==> config.mk <==
export PLATFORM = sky130hd
export DESIGN_NAME = burst_order_gen
export DESIGN_NICKNAME = d
export VERILOG_FILES = /design/src/rtl/burst_pkg.sv /design/src/rtl/burst_cfg_reg.sv /design/src/rtl/beat_seq.sv /design/src/rtl/beat_map.sv /design/src/rtl/burst_order_gen.sv
export SDC_FILE = /design/constraint.sdc
export NUM_CORES = 1
export LEC_CHECK = 0
export CORE_MARGIN = 10
export CORE_UTILIZATION = 25
export CTS_CLUSTER_SIZE = 10
export DETAILED_ROUTE_END_ITERATION = 10
export PLACE_DENSITY_LB_ADDON = 0.25
export SLEW_MARGIN = 0
export SYNTH_ARGS = -nofsm -noshare
export SYNTH_HDL_FRONTEND = slang
export SYNTH_SLANG_ARGS = --single-unit
==> constraint.sdc <==
create_clock -name clk -period 1.7 [get_ports clk]
set_input_delay 0.51 -clock clk [delete_from_list [all_inputs] [get_ports clk]]
set_output_delay 0.51 -clock clk [all_outputs]
set_load 0.005 [all_outputs]
==> src/rtl/burst_pkg.sv <==
package burst_pkg;

    localparam int SLOT_BEATS = 8;
    localparam int CHOP_BEATS = 4;
    localparam int COL_W      = $clog2(SLOT_BEATS);
    localparam int BEAT_W     = COL_W;
    localparam int GRP_W      = $clog2(CHOP_BEATS);

    typedef enum logic { LEN_FULL = 1'b0, LEN_CHOP = 1'b1 } len_e;
    typedef enum logic { DIR_RD   = 1'b0, DIR_WR   = 1'b1 } dir_e;
    typedef enum logic { ORD_WRAP = 1'b0, ORD_XOR  = 1'b1 } order_e;

    typedef struct packed {
        len_e             len;
        dir_e             dir;
        order_e           ord;
        logic [COL_W-1:0] scol;
    } burst_cfg_t;

    typedef struct packed {
        logic [COL_W-1:0] col;
        logic             valid;
        logic             hiz;
    } beat_out_t;

    localparam beat_out_t BEAT_IDLE = '{col: '0, valid: 1'b0, hiz: 1'b0};

    // wrap the low bits inside the group, swap group in the second half
    function automatic logic [COL_W-1:0] wrap_col(input logic [COL_W-1:0] scol,
                                                  input logic [BEAT_W-1:0] beat);
        logic [COL_W-GRP_W-1:0] hi;
        logic [GRP_W-1:0]       lo;
        hi = scol[COL_W-1:GRP_W] ^ beat[BEAT_W-1:GRP_W];
        lo = scol[GRP_W-1:0] + beat[GRP_W-1:0];
        return {hi, lo};
    endfunction

    function automatic logic [COL_W-1:0] xor_col(input logic [COL_W-1:0] scol,
                                                 input logic [BEAT_W-1:0] beat);
        return scol ^ beat;
    endfunction

endpackage

==> src/rtl/burst_cfg_reg.sv <==
module burst_cfg_reg
    import burst_pkg::*;
(
    input  logic       clk,
    input  logic       rst,
    input  logic       load,
    input  burst_cfg_t cfg_in,
    output burst_cfg_t cfg_q,
    output burst_cfg_t cfg_sel
);

    always_ff @(posedge clk) begin
        if (rst) begin
            cfg_q <= '{len: LEN_FULL, dir: DIR_RD, ord: ORD_WRAP, scol: '0};
        end else if (load) begin
            cfg_q <= cfg_in;
        end
    end

    // the launching beat uses the incoming configuration directly
    assign cfg_sel = load ? cfg_in : cfg_q;

endmodule

==> src/rtl/beat_seq.sv <==
module beat_seq
    import burst_pkg::*;
(
    input  logic              clk,
    input  logic              rst,
    input  logic              start,
    output logic              busy,
    output logic [BEAT_W-1:0] beat,
    output logic              load,
    output logic              next_active,
    output logic [BEAT_W-1:0] next_beat
);

    localparam logic [BEAT_W-1:0] LAST_BEAT = BEAT_W'(SLOT_BEATS - 1);

    logic at_last;

    always_comb begin
        load        = start & ~busy;
        at_last     = busy & (beat == LAST_BEAT);
        next_active = load | (busy & ~at_last);
        next_beat   = load ? '0 : beat + 1'b1;
    end

    always_ff @(posedge clk) begin
        if (rst) begin
            busy <= 1'b0;
            beat <= '0;
        end else begin
            busy <= next_active;
            beat <= next_active ? next_beat : '0;
        end
    end

    assert_busy_step_R6: assert property (@(posedge clk) disable iff (rst)
        busy && (beat != LAST_BEAT) |=> busy && (beat == $past(beat) + 1'b1));

    assert_busy_end_R6: assert property (@(posedge clk) disable iff (rst)
        busy && (beat == LAST_BEAT) |=> !busy);

    assert_launch_R6: assert property (@(posedge clk) disable iff (rst)
        start && !busy |=> busy && (beat == '0));

endmodule

==> src/rtl/beat_map.sv <==
module beat_map
    import burst_pkg::*;
(
    input  burst_cfg_t        cfg,
    input  logic [BEAT_W-1:0] beat,
    output beat_out_t         o
);

    logic in_tail;

    always_comb begin
        in_tail = (beat >= BEAT_W'(CHOP_BEATS));
        o       = BEAT_IDLE;
        if (cfg.len == LEN_CHOP && in_tail) begin
            o.hiz = (cfg.dir == DIR_RD);
        end else if (cfg.dir == DIR_WR) begin
            o.valid = 1'b1;
            o.col   = (cfg.len == LEN_CHOP) ?
                      {cfg.scol[COL_W-1:GRP_W], beat[GRP_W-1:0]} : beat;
        end else begin
            o.valid = 1'b1;
            o.col   = (cfg.ord == ORD_XOR) ? xor_col(cfg.scol, beat)
                                           : wrap_col(cfg.scol, beat);
        end
    end

endmodule

==> src/rtl/burst_order_gen.sv <==
module burst_order_gen
    import burst_pkg::*;
(
    input  logic             clk,
    input  logic             rst,
    input  logic             start,
    input  logic             chop4,
    input  logic             write_cmd,
    input  logic             interleave,
    input  logic [COL_W-1:0] start_col,
    output logic             busy,
    output logic [COL_W-1:0] beat_col,
    output logic             beat_valid,
    output logic             beat_hiz
);

    burst_cfg_t        cfg_in, cfg_q, cfg_sel;
    beat_out_t         mapped, out_q;
    logic              load, next_active;
    logic [BEAT_W-1:0] beat_cur, next_beat;

    always_comb begin
        cfg_in.len  = len_e'(chop4);
        cfg_in.dir  = dir_e'(write_cmd);
        cfg_in.ord  = order_e'(interleave);
        cfg_in.scol = start_col;
    end

    beat_seq u_seq (
        .clk         (clk),
        .rst         (rst),
        .start       (start),
        .busy        (busy),
        .beat        (beat_cur),
        .load        (load),
        .next_active (next_active),
        .next_beat   (next_beat)
    );

    burst_cfg_reg u_cfg (
        .clk     (clk),
        .rst     (rst),
        .load    (load),
        .cfg_in  (cfg_in),
        .cfg_q   (cfg_q),
        .cfg_sel (cfg_sel)
    );

    beat_map u_map (
        .cfg  (cfg_sel),
        .beat (next_beat),
        .o    (mapped)
    );

    always_ff @(posedge clk) begin
        if (rst) begin
            out_q <= BEAT_IDLE;
        end else begin
            out_q <= next_active ? mapped : BEAT_IDLE;
        end
    end

    assign beat_col   = out_q.col;
    assign beat_valid = out_q.valid;
    assign beat_hiz   = out_q.hiz;

    assert_idle_quiet_R8: assert property (@(posedge clk) disable iff (rst)
        !busy |-> !beat_valid && !beat_hiz && (beat_col == '0));

    assert_hiz_excl_R3: assert property (@(posedge clk) disable iff (rst)
        beat_hiz |-> !beat_valid && busy);

    assert_write_no_hiz_R4: assert property (@(posedge clk) disable iff (rst)
        busy && (cfg_q.dir == DIR_WR) |-> !beat_hiz);

    assert_chop_tail_R3: assert property (@(posedge clk) disable iff (rst)
        busy && (cfg_q.len == LEN_CHOP) && (beat_cur >= BEAT_W'(CHOP_BEATS)) |-> !beat_valid);

    assert_full_all_valid_R5: assert property (@(posedge clk) disable iff (rst)
        busy && (cfg_q.len == LEN_FULL) |-> beat_valid);

endmodule

# After elaboration in Yosys (flattened, before gate mapping)

Cells that the tools add are included.

Flip-flop bits (word level): 15
Bits in latches: 0
RAM bits: 0
ROM bits: 0
Bits of input ports: 9
Output and inout port bits: 6
Word-level logic and storage cells: 33
Memories: 0

Add/sub/neg operators: 2
Multipliers: 0
Div/mod/pow operators: 0
$lt $le $gt $ge: 1
Equality and inequality tests: 1
Shift operators: 0
Mux-type cells: 5
Bitwise logic cells: 11
Reductions and logical operators: 4

Operators by type and width:

| kind                  | count |
|---|---|
| $mux W3               | 3 |
| $mux W6               | 1 |
| $reduce_or A3 Y1      | 2 |
| $not A1 Y1            | 5 |
| $mux W4               | 1 |
| $add A3 B1 Y3 const B | 1 |
| $and A1 B1 Y1         | 3 |
| $eq A3 B3 Y1 const B  | 1 |
| $ge A3 B3 Y1 const B  | 1 |
| $xor A3 B3 Y3         | 1 |
| $add A2 B2 Y2         | 1 |
| $reduce_or A2 Y1      | 1 |
| $logic_and A1 B1 Y1   | 1 |
| $or A1 B1 Y1          | 1 |
| $xor A1 B1 Y1         | 1 |

# Logic depth before layout (Yosys ltp)

Word-level depth: 7
Mapped depth: 10
Mapped depth without buffers: 9

# Modules after synthesis

Synthesis repeated with hierarchy kept, for this count alone.

Cells, all modules: 62
Area, all modules: 701.9 um^2

By module, submodules not included:

| module          | times used | cells an instance | area an instance (um^2) |
|---|---|---|---|
| burst_cfg_reg   | 1          | 19                | 259.0 |
| beat_seq        | 1          | 17                | 183.9 |
| burst_order_gen | 1          | 10                | 143.9 |
| beat_map        | 1          | 16                | 115.1 |

# Worst setup path after synthesis

Ideal clock, no wire load.

Path type: in2reg
From: in start
To: reg out_q, in the netlist beat_col[1]
Setup time: 0.066 ns
Data arrival time: 1.620 ns
Required time: 1.634 ns
Setup slack: 0.014 ns
Stages on the path: 9
Buffers on the path: 1
Cells stage by stage: nor2b_1 buf_4 nor2_1 ha_1 inv_1 a211oi_2 xnor2_1 nand3_1 a21oi_2

Longest elaborated chain between the ends: 5
Elaborated cells on any way between the ends: 13

RTL lines:

| what                                                         | line                            | text |
|---|---|---|
| from (decl)                                                  | burst_order_gen.sv:6            | `input logic start,` |
| $and A1 B1 Y1 (*)                                            | beat_seq.sv:19                  | `load = start & ~busy;` |
| $mux W3 (*)                                                  | beat_seq.sv:22                  | `next_beat = load ? '0 : beat + 1'b1;` |
| named net next_beat[0]                                       | burst_order_gen.sv:20           | `logic [BEAT_W-1:0] beat_cur, next_beat;` |
| $ge A3 B3 Y1 or $add A2 B2 Y2 (tied branches)                | beat_map.sv:12, burst_pkg.sv:34 |  |
| $logic_and A1 B1 Y1 or $mux W3 (tied branches)               | beat_map.sv:14, beat_map.sv:22  |  |
| $reduce_or A3 Y1 (no source line) or $mux W4 (tied branches) | n/a                             |  |
| to (signal assigned)                                         | burst_order_gen.sv:59           | `out_q <= next_active ? mapped : BEAT_IDLE;` |
| to (decl)                                                    | burst_order_gen.sv:18           | `beat_out_t mapped, out_q;` |

Mark *: on every way through the listed nets, which the timed path passes. The rest lies on a longest branch.
A chain may end at the register's enable or synchronous reset.

==> results.yml <==
power_and_ir_drop:
  power.density_mw_per_mm2: 791
  irDropWorstVdd_mv: 0.570
  p_int_w: 0.000547
  p_leak_nw: 0.407
  switching_share: 0.256
  comb_power_share: 0.209
  p_seq_frac: 0.519
  power_switching_w: 0.000188
  p_clk_frac: 0.272
global_routing:
  grt_pass1_vias: 593
  grt_pass1_wl_mm: 2.53
  grt.overflow.total: 0
  grt_max_degree: 10
  grt_antenna_before_repair: 0
  grtUsageTotal: 0.0608
finish:
  stdcell_area_um2: 930
  diodes: 0
  area_growth_pct: 45.7
  final_common_cell: "dfxtp_1"
  drive_gt1_frac: 0.253
  final_cell_mix: "dfxtp_1, clkdlybuf4s50_1, nand2_1, buf_4"
  layout.nets: 108
clock_tree:
  clock-root-buffer: "clkbuf_4"
  numCtsBuffers: 3
  clk_latency_ns: 0.28
  h-tree-depth: 1
  cts_hold_buf: 0
  clkTransAtPathRegs_ns: 0.09
  cts_sinks: 15
  cts_tree: "yes"
  clk_path_buf_depth: 2
placed_design:
  pre_cts_ws_ns: -0.631
  routabilityCongestion: 0.747
  hpwl_mm: 1.18
  placed_area_um2: 861
  port-buffer-count: 14
sta:
  tightest_slew_ns: 0.308
  drv_slew: 0
  setup_viol: 0
  layout_setup_ws_ns: 0.0356
  finalCritPeriodShare: 0.979
  hold_viol_final: 0
  fin_crit_ns: 1.66
  fmax_ghz: 0.601
  max_slew_margin: 0.794
  skew_ns: 0.0108
  rsz0062_at_grt: "yes"
setup_path:
  crit_arrival_ns: 1.83
  critical_path_required_ns: 1.87
  end_kind: "register"
  worst_setup_path_start_kind: "input port"
  crit_fanout: 2
  critical_path_class: "in2reg"
synthesis:
  synth_mux_area_frac: 0.0314
  netlist_instances: 69
  ys_types: 28
  synth_nets: 81
  synth_xor_xnor_area_share: 0.0137
  avgSynthCellArea_um2: 9.25
  synth_top_family_by_area: "simple AND/OR/NAND/NOR gates"
  syn_area_um2: 638
  ys_seq_area_frac: 0.471
  synth_compound_area_frac: 0.131
  ys_ff_latch: 15
  ys_warn_count: 0
  synthSimpleGateAreaFrac: 0.235
  synthAdderAreaFrac: 0.0588
worst_hold_path:
  hp-class: "reg2reg"
route:
  avgViaCountPerCell: 4.61
  ant_nets: 0
  drtPass1Iterations: 4
  wl_per_cell_um: 12.0
  finalWirelength_mm: 1.49
  first_iter_violations: 14
  drcViolationCount: 0
  vias: 576
floorplanning:
  ios: 15
  coreArea_mm2: 0.00245
  start_util: 0.260
  fp.dieW_um: 70.5
  die_h_um: 70.5
  row_count: 18
  die_area_mm2: 0.00497
flow_run:
  maxCapViolCount: 0
status:
  status: "completed"
critical path, cell delays in order:
cell and delay, ns:
clkdlybuf4s50_1 0.45, nand2_1 0.05, nand2_1 0.09, ha_2 0.17
inv_2 0.03, a211oi_2 0.15, xnor2_1 0.16, a21o_1 0.15
a21oi_2 0.05
cell type report:
type | count | area (um2)
tap | 30 | 37.5
fill | 249 | 1530
clock inverter | 1 | 5.00
timing repair buffer | 25 | 228
inverter | 4 | 15.0
clock buffer | 3 | 22.5
sequential | 15 | 304
multi-input combinational | 47 | 318
flip-flops by register name, indices dropped and copies added (netlist names):
| signal | cells |
|---|---|
| u_seq.beat | 3 |
| beat_valid | 1 |
| beat_hiz | 1 |
| u_seq.busy | 1 |
| u_cfg.cfg_q | 6 |
| beat_col | 3 |
metrics by stage:
step	std cells	total power, W	utilization	hold slack, ns	TNS [ns]
after global placement	119	0.000528	0.351	0.454	-2.26
final	125	0.000735	0.379	0.467	0
after CTS	125	0.000748	0.372	0.478	0
after detailed placement	119	0.000531	0.351	0.463	-2.42
after floorplan	69	0.000458	-	0.429	0
after global routing	125	0.000787	0.379	0.505	-0.0303
cell families after synthesis:
family / Yosys count
AOI/OAI and AO/OA: 12
xor gates and xnor gates: 1
adders and majority gates: 3
buffers and inverters: 7
DFF: 15
muxes: 2
and+or+nand+nor: 29
cell usage after synthesis (all sizes together):
master    n  area, um2
inv       4       15.0
o2111ai   1       8.76
nand2    10       37.5
mux2i     2       20.0
and3      2       13.8
nor4      1       6.26
nand2b    2       12.5
a211oi    1       12.5
dfxtp    15        300
a31oi     1       6.26
ha        3       37.5
or2       1       6.26
nor3b     1       7.51
clkbuf    1       3.75
a21oi     6       33.8
nand3     2       10.0
a22oi     1       7.51
nor2      5       18.8
nand3b    2       15.0
buf       2       18.8
xnor2     1       8.76
and3b     1       10.0
a21o      1       7.51
a21boi    1       7.51
nor2b     2       12.5
final timing paths:
path,endpoint,from,slack [ns],cells after the start
worst min-delay path,u_seq.beat[0]$_SDFF_PP0_,u_seq.beat[0]$_SDFF_PP0_,0.47,1
worst min register to register,u_seq.beat[0]$_SDFF_PP0_,u_seq.beat[0]$_SDFF_PP0_,0.47,1
worst max register to register,beat_col[1]$_SDFF_PP0_,u_seq.busy$_SDFF_PP0_,0.07,10
worst max-delay path,beat_col[1]$_SDFF_PP0_,start_col[0],0.04,9
power by group through the flow:
stage               Clock (W)  Combinational [W]  Sequential, W
detailed placement          0           0.000140       0.000391
finish               0.000200           0.000154       0.000382
CTS                  0.000217           0.000150       0.000381
global placement            0           0.000138       0.000390
global route         0.000232           0.000170       0.000385
floorplan                   0          0.0000688       0.000389
routing by layer:
layer  vias up  part of all wire  routed length [um]  GRT usage
met1       274              0.41                 614     0.0630
li1        288                 -                   -          -
met4         0                 0                   0     0.0175
met5         -                 0                   0          0
met3         0             0.064                  96     0.0311
met2        14              0.52                 783      0.105
repair_timing:
item                       4_1_cts  5_1_grt
pin swaps                        3        7
buffers inserted                 2        0
resized for setup                5        5
setup endpoints to repair        5        2
Note: power is estimated with default switching activity, not from simulation.
